[config.mk]
export PLATFORM = sky130hd
export DESIGN_NAME = nowait_sram
export DESIGN_NICKNAME = d
export VERILOG_FILES = /design/src/rtl/nwsram_pkg.sv /design/src/rtl/nw_cmd_reg.sv /design/src/rtl/nw_burst.sv /design/src/rtl/nw_store.sv /design/src/rtl/nowait_sram.sv
export SDC_FILE = /design/constraint.sdc
export NUM_CORES = 2
export LEC_CHECK = 0
export BUFFER_PORTS_ARGS = -buffer_cell sky130_fd_sc_hd__clkbuf_2
export CELL_PAD_IN_SITES_DETAIL_PLACEMENT = 1
export CELL_PAD_IN_SITES_GLOBAL_PLACEMENT = 1
export CORE_MARGIN = 4
export CORE_UTILIZATION = 58
export CTS_BUF_LIST = sky130_fd_sc_hd__clkbuf_8
export DETAILED_ROUTE_END_ITERATION = 10
export PLACE_DENSITY = 0.81
export SLEW_MARGIN = 20
export SYNTH_ARGS = -nofsm -noshare
export SYNTH_HDL_FRONTEND = slang
export SYNTH_SLANG_ARGS = --single-unit
export TNS_END_PERCENT = 1
[constraint.sdc]
create_clock -name clk -period 3.36 [get_ports clk]
set_input_delay 0.336 -clock clk [delete_from_list [all_inputs] [get_ports clk]]
set_output_delay 0.336 -clock clk [all_outputs]
set_load 0.02 [all_outputs]
[src/rtl/nwsram_pkg.sv]
package nwsram_pkg;

    localparam int unsigned BURST_W = 2;

    typedef enum logic {
        OP_READ  = 1'b0,
        OP_WRITE = 1'b1
    } sram_op_e;

    // Low address bits for burst step n from start offset s.
    function automatic logic [BURST_W-1:0] burst_low(
        input logic [BURST_W-1:0] s,
        input logic [BURST_W-1:0] n,
        input logic               il
    );
        return il ? (s ^ n) : (s + n);
    endfunction

endpackage

[src/rtl/nw_cmd_reg.sv]
module nw_cmd_reg
    import nwsram_pkg::*;
#(
    parameter int unsigned ADDR_W = 6,
    parameter int unsigned LANES  = 4
) (
    input  logic              clk,
    input  logic              rst,
    input  logic              clk_en,
    input  logic              sleep,
    input  logic [ADDR_W-1:0] addr,
    input  logic              we,
    input  logic              adv,
    input  logic              burst_il,
    input  logic [LANES-1:0]  byte_we,
    output logic              q_valid,
    output logic [ADDR_W-1:0] q_addr,
    output sram_op_e          q_op,
    output logic              q_adv,
    output logic              q_il,
    output logic [LANES-1:0]  q_be
);

    always_ff @(posedge clk) begin
        if (rst) begin
            q_valid <= 1'b0;
            q_addr  <= '0;
            q_op    <= OP_READ;
            q_adv   <= 1'b0;
            q_il    <= 1'b0;
            q_be    <= '0;
        end else if (clk_en) begin
            q_valid <= !sleep;
            q_addr  <= addr;
            q_op    <= we ? OP_WRITE : OP_READ;
            q_adv   <= adv;
            q_il    <= burst_il;
            q_be    <= byte_we;
        end
    end

endmodule

[src/rtl/nw_burst.sv]
module nw_burst
    import nwsram_pkg::*;
#(
    parameter int unsigned ADDR_W = 6,
    parameter int unsigned LANES  = 4
) (
    input  logic               clk,
    input  logic               rst,
    input  logic               clk_en,
    input  logic               in_valid,
    input  logic [ADDR_W-1:0]  in_addr,
    input  sram_op_e           in_op,
    input  logic               in_adv,
    input  logic               in_il,
    input  logic [LANES-1:0]   in_be,
    output logic               out_valid,
    output logic [ADDR_W-1:0]  out_addr,
    output sram_op_e           out_op,
    output logic [LANES-1:0]   out_be,
    output logic [BURST_W-1:0] cnt
);

    logic [ADDR_W-1:0]  base;
    logic               base_il;
    sram_op_e           base_op;
    logic [BURST_W-1:0] cnt_next;
    logic [ADDR_W-1:0]  eff_addr;
    sram_op_e           eff_op;

    always_comb begin
        cnt_next = cnt + BURST_W'(1);
        if (in_adv) begin
            eff_addr = {base[ADDR_W-1:BURST_W],
                        burst_low(base[BURST_W-1:0], cnt_next, base_il)};
            eff_op   = base_op;
        end else begin
            eff_addr = in_addr;
            eff_op   = in_op;
        end
    end

    always_ff @(posedge clk) begin
        if (rst) begin
            out_valid <= 1'b0;
            out_addr  <= '0;
            out_op    <= OP_READ;
            out_be    <= '0;
            base      <= '0;
            base_il   <= 1'b0;
            base_op   <= OP_READ;
            cnt       <= '0;
        end else if (clk_en) begin
            out_valid <= in_valid;
            out_addr  <= eff_addr;
            out_op    <= eff_op;
            out_be    <= in_be;
            if (in_valid) begin
                if (in_adv) begin
                    cnt <= cnt_next;
                end else begin
                    base    <= in_addr;
                    base_il <= in_il;
                    base_op <= in_op;
                    cnt     <= '0;
                end
            end
        end
    end

endmodule

[src/rtl/nw_store.sv]
module nw_store #(
    parameter int unsigned ADDR_W = 6,
    parameter int unsigned LANES  = 4,
    parameter int unsigned LANE_W = 8,
    localparam int unsigned DATA_W = LANES * LANE_W,
    localparam int unsigned DEPTH  = 1 << ADDR_W
) (
    input  logic              clk,
    input  logic              rst,
    input  logic              clk_en,
    input  logic              rd_valid,
    input  logic [ADDR_W-1:0] rd_addr,
    input  logic              bus_wr,
    input  logic [ADDR_W-1:0] bus_addr,
    input  logic [LANES-1:0]  bus_be,
    input  logic [DATA_W-1:0] din,
    output logic [DATA_W-1:0] dout,
    output logic              dout_oe
);

    logic [DATA_W-1:0] mem [DEPTH];

    // Write buffer: data captured from the bus, committed one edge later.
    logic              wb_valid;
    logic [ADDR_W-1:0] wb_addr;
    logic [LANES-1:0]  wb_be;
    logic [DATA_W-1:0] wb_data;

    logic [DATA_W-1:0] arr_word;
    logic [DATA_W-1:0] rd_word;
    logic              wb_hit;
    logic              bus_hit;

    assign arr_word = mem[rd_addr];
    assign wb_hit   = wb_valid && (wb_addr == rd_addr);
    assign bus_hit  = bus_wr && (bus_addr == rd_addr);

    // Per-lane merge: bus data is newer than buffered data, which is newer than the array.
    for (genvar g = 0; g < LANES; g++) begin : g_lane
        assign rd_word[g*LANE_W +: LANE_W] =
            (bus_hit && bus_be[g]) ? din[g*LANE_W +: LANE_W] :
            (wb_hit  && wb_be[g])  ? wb_data[g*LANE_W +: LANE_W] :
                                     arr_word[g*LANE_W +: LANE_W];
    end

    always_ff @(posedge clk) begin
        if (clk_en && wb_valid) begin
            for (int i = 0; i < LANES; i++) begin
                if (wb_be[i]) begin
                    mem[wb_addr][i*LANE_W +: LANE_W] <= wb_data[i*LANE_W +: LANE_W];
                end
            end
        end
    end

    always_ff @(posedge clk) begin
        if (rst) begin
            wb_valid <= 1'b0;
            wb_addr  <= '0;
            wb_be    <= '0;
            wb_data  <= '0;
            dout     <= '0;
            dout_oe  <= 1'b0;
        end else if (clk_en) begin
            wb_valid <= bus_wr;
            wb_addr  <= bus_addr;
            wb_be    <= bus_be;
            wb_data  <= din;
            dout_oe  <= rd_valid;
            if (rd_valid) begin
                dout <= rd_word;
            end
        end
    end

endmodule

[src/rtl/nowait_sram.sv]
module nowait_sram
    import nwsram_pkg::*;
#(
    parameter int unsigned ADDR_W = 6,
    parameter int unsigned LANES  = 4,
    parameter int unsigned LANE_W = 8,
    localparam int unsigned DATA_W = LANES * LANE_W
) (
    input  logic              clk,
    input  logic              rst,
    input  logic              clk_en,
    input  logic              sleep,
    input  logic [ADDR_W-1:0] addr,
    input  logic              we,
    input  logic              adv,
    input  logic              burst_il,
    input  logic [LANES-1:0]  byte_we,
    input  logic [DATA_W-1:0] din,
    output logic [DATA_W-1:0] dout,
    output logic              dout_oe
);

    // Stage 1: registered command
    logic               s1_valid;
    logic [ADDR_W-1:0]  s1_addr;
    sram_op_e           s1_op;
    logic               s1_adv;
    logic               s1_il;
    logic [LANES-1:0]   s1_be;

    // Stage 2: resolved address
    logic               s2_valid;
    logic [ADDR_W-1:0]  s2_addr;
    sram_op_e           s2_op;
    logic [LANES-1:0]   s2_be;
    logic [BURST_W-1:0] burst_cnt;

    // Stage 3: bus cycle (read data out or write data in)
    logic               s3_valid;
    logic [ADDR_W-1:0]  s3_addr;
    sram_op_e           s3_op;
    logic [LANES-1:0]   s3_be;

    logic s2_rd;
    logic s3_wr;

    nw_cmd_reg #(.ADDR_W(ADDR_W), .LANES(LANES)) u_cmd (
        .clk      (clk),
        .rst      (rst),
        .clk_en   (clk_en),
        .sleep    (sleep),
        .addr     (addr),
        .we       (we),
        .adv      (adv),
        .burst_il (burst_il),
        .byte_we  (byte_we),
        .q_valid  (s1_valid),
        .q_addr   (s1_addr),
        .q_op     (s1_op),
        .q_adv    (s1_adv),
        .q_il     (s1_il),
        .q_be     (s1_be)
    );

    nw_burst #(.ADDR_W(ADDR_W), .LANES(LANES)) u_burst (
        .clk       (clk),
        .rst       (rst),
        .clk_en    (clk_en),
        .in_valid  (s1_valid),
        .in_addr   (s1_addr),
        .in_op     (s1_op),
        .in_adv    (s1_adv),
        .in_il     (s1_il),
        .in_be     (s1_be),
        .out_valid (s2_valid),
        .out_addr  (s2_addr),
        .out_op    (s2_op),
        .out_be    (s2_be),
        .cnt       (burst_cnt)
    );

    always_ff @(posedge clk) begin
        if (rst) begin
            s3_valid <= 1'b0;
            s3_addr  <= '0;
            s3_op    <= OP_READ;
            s3_be    <= '0;
        end else if (clk_en) begin
            s3_valid <= s2_valid;
            s3_addr  <= s2_addr;
            s3_op    <= s2_op;
            s3_be    <= s2_be;
        end
    end

    assign s2_rd = s2_valid && (s2_op == OP_READ);
    assign s3_wr = s3_valid && (s3_op == OP_WRITE);

    nw_store #(.ADDR_W(ADDR_W), .LANES(LANES), .LANE_W(LANE_W)) u_store (
        .clk      (clk),
        .rst      (rst),
        .clk_en   (clk_en),
        .rd_valid (s2_rd),
        .rd_addr  (s2_addr),
        .bus_wr   (s3_wr),
        .bus_addr (s3_addr),
        .bus_be   (s3_be),
        .din      (din),
        .dout     (dout),
        .dout_oe  (dout_oe)
    );

endmodule

==> results by group <==
Drt
  – Residual DRC: 0
  – Initial drt markers: 8905
  – Routed wire length: around 290 mm
  – Post-route ant nets: 0
  – Via count: 52320
  – Drt pass-1 iters: 6
  – Vias per cell: approximately 7.2
  – WL/cell: 40.39 µm

Logic synthesis
  – Post-synthesis sequential area ratio: 75.29%
  – Yosys Warn Count: 0
  – Post-synth cell types: 57
  – Multiplexer share of the synthesized area: 16.01%
  – Synth Area in Simple Gates: ~3.8%
  – Synth Cell Area: 0.08513 mm²
  – Post-synth EDFFs: 2048
  – Area share of xor/xnor cells in the synthesized design: 0.1543%
  – Syn avg cell area: 19.40 µm²
  – Synth Flop Type: edfxtp_1
  – Largest family of logic cells by synthesized area: multiplexers
  – Post-synthesis register bit count: roughly 2200
  – Post-Synth Adder-Cell Area: less than 1%
  – FFs w/ async S/R, synth: 0%
  – Cells after synthesis: approximately 4400
  – Net count after synthesis: 4438
  – Compound-Gate Fraction of Synth Area: a little over 3%

Floorplanning
  – Core ar.: 0.1457 mm²
  – Die H: 391.1 µm
  – Total die area: 0.1530 mm²
  – Starting Density: 58.42%
  – Die width: between 300 and 400 µm
  – Site Rows: 140
  – Ports: 82

Worst setup path
  – CP max FO: 22
  – Crit. End Element: flop
  – Crit path DAT: 4.36 ns
  – CP max stage delay: 0.68 ns
  – Crit-path cells: buf_12 > nor2b_1 > buf_4 > a21oi_1 > nand3_1 > nand4_1 > or4_1 > a21o_1
  – CP max-delay cell: dfxtp_4
  – CP Launch Type: flop
  – Crit path kind: reg2reg
  – Required time of the critical path: 4.28 ns

Status
  – Status: finished with violations
  – Failing checks: setup timing

Placed design
  – IO Port Bufs: 81
  – Place WS: around 0.35 ns
  – Cell Count Post-Placement: 6565
  – GPL Wtd Cong: 0.9283
  – Dpl hpwl: roughly 170 mm

STA
  – RSZ-0062 raised after global routing: no
  – Setup Total Neg Slack: -0.08648 ns
  – Final clock period utilization by the worst path: 102.6%
  – Final min period: 3.446 ns
  – Slew Limit Fails: 0
  – Max-Slew Margin vs Limit: 21.60%
  – # setup viols final: 1
  – Actual slew at the worst max-slew pin: 1.172 ns
  – Fmax: 0.2902 GHz
  – Worst hold slack: approximately 0.24 ns
  – Hold Violations, Final: 0
  – Post-route setup slack: -0.08648 ns
  – Setup Skew: 0.09383 ns

Cells and area
  – Nets@finish: 5159
  – Share of cells above drive strength 1: 27.48%
  – # fillers: 11990
  – Area grow syn2layout: 14.87%
  – Final Non-Filler Cells: 7300

Clocking
  – CTS tree: built
  – Clock Sink Count: 2178
  – Clk Latency, worst-skew pair: 1.07 ns
  – Clock Pin Slew Worst Setup and Hold Paths: ~0.08 ns
  – Post-CTS sizing: 0
  – CTS buffer count: 355
  – Max clock buf depth: 4
  – CTS H-tree lvls: 5
  – Clock root cell: clkbuf_8

Global route
  – Largest net degree at the start of global routing: 67
  – Number of global-route vias before repair: 53750
  – First-pass GRT wire length: 413.1 mm
  – Remaining Overflow, GRT: 0
  – Gr usage total: around two fifths
  – Antenna violations before repair: 33

Power and ir drop
  – Leakage: 0.03217 µW
  – VDD IR max: 0.4739 mV
  – P per Cell Area: approximately 570 mW/mm²

Flow run
  – Max-cap viol count: 0

Hold path
  – HP Class: in2reg
## power breakdown
part	switching [µW]	leakage (µW)	internal, µW
registers	462	0.0200	29700
logic	1850	0.00859	1280
clock network	11200	0.00357	10900
total	13500	0.0322	41900
## kinds of logic (layout without fill, tap and decap cells)
logic type                 count (synthesis)  after routing
AOI/OAI and AO/OA                        363            363
xor gates and xnor gates                  15             15
adders and majority gates                  1              1
buffers and inverters                    275           1244
DFF                                     2178           2178
muxes                                    826            826
other                                      0             26
and+or+nand+nor                          730            730
## synthesized netlist by cell type, types with 9 or more instances
library cell  count  area [µm²]
edfxtp_1       2048       61500
mux4_2          420        9459
nor2_1          369        1385
mux2i_1         358        3583
nand2_1         143       536.8
a22oi_1         139        1044
dfxtp_1         130        2603
clkbuf_1        124       465.5
nand3_1          75       375.4
buf_2            59       295.3
a211oi_1         52       390.4
a21oi_1          51       255.2
mux2_2           45       506.7
nor2b_1          42       262.8
buf_4            32       240.2
buf_6            29       326.6
buf_1            21       78.83
nand4_1          20       125.1
o21ai_0          20       100.1
o211ai_1         17       127.6
o22ai_1          16       100.1
a31oi_1          15       93.84
nor3_1           15       75.07
a221oi_1         13       113.9
and3_1           12       75.07
nand2b_1         12       75.07
xnor2_1           9       78.83
## registers in the layout, indices dropped and copies added (netlist names), 2 cells and up, named ones only
signal and cells:
s3_be 4, u_cmd.q_addr 6, u_burst.cnt 2, u_burst.base 6
u_burst.out_be 4, u_store.wb_be 4, u_burst.out_addr 6, u_store.mem 2048
u_store.dout 32, u_store.wb_addr 6, u_store.wb_data 32, u_cmd.q_be 4
s3_addr 6
## what timing repair did
action | 4_1_cts | 5_1_grt
buffers inserted | 0 | 0
hold buffers | 104 | 0
hold endpoints to repair | 111 | 0
## path summary, 6_finish.rpt
| check | end | depth (start not counted) | startpoint | slack (ns) |
|---|---|---|---|---|
| min | s3_valid | 4 | clk_en | 0.24 |
| max reg2reg | u_store.dout[29] | 8 | flop | -0.09 |
| max | u_store.dout[29] | 8 | flop | -0.09 |
| min reg2reg | u_burst.base[2] | 2 | u_burst.base[2] | 0.50 |
## critical path, delay by kind of cell (launching register included)
family,cells,cell delay (ns)
AO/OA/AOI/OAI,2,0.31
buffers and inverters,2,0.61
flip-flops,1,0.68
AND/OR/NAND/NOR,4,1.72
## metal layers
metal / track usage, % / share of wire, %
met4: 23.23 / 7.5
met5: 0 / 0.043
met2: 59.23 / 46
met1: 48.81 / 33
met3: 13.38 / 14
## stage by stage
step / cell area (µm²) / utilization, % / total power (µW)
global route: 97740 / 67.06 / 56800
CTS: 97690 / 67.03 / 54970
finish: 97800 / 67.10 / 55430
detailed placement: 90340 / 61.99 / 33570
global placement: 90340 / 61.99 / 33420
floorplan: 85130 / - / 32340
## cell type report
class                   instances  area (µm²)  share of cell area [%]
flip-flops and latches       2178       64200                   65.64
multi-input cells            1935       19640                   20.08
repair buffers                631        5166                   5.283
clock buffers                 369        5079                   5.193
well taps                    1917        2399                   2.453
clock inverters               236        1226                   1.254
diodes                         26       65.06                 0.06653
inverters                       8       30.03                 0.03071
## cells in the final DEF, fill, tap and decap left out, types with 16 or more instances in the layout
cell,n
diode_2,26
a211oi_1,52
inv_1,100
buf_12,29
mux4_2,420
mux2_2,45
clkbuf_8,369
buf_4,418
dfxtp_2,19
edfxtp_1,2048
nor2b_1,39
dfxtp_1,92
nor2_1,363
nand2_1,143
nand4_1,20
clkinv_2,33
a21oi_1,51
mux2i_1,358
dfxtp_4,19
clkbuf_2,79
o22ai_1,16
nand3_1,71
dlygate4sd3_1,104
o211ai_1,17
o21ai_0,20
a22oi_1,139
clkinv_1,92
Power figures use the tool's default switching activity.
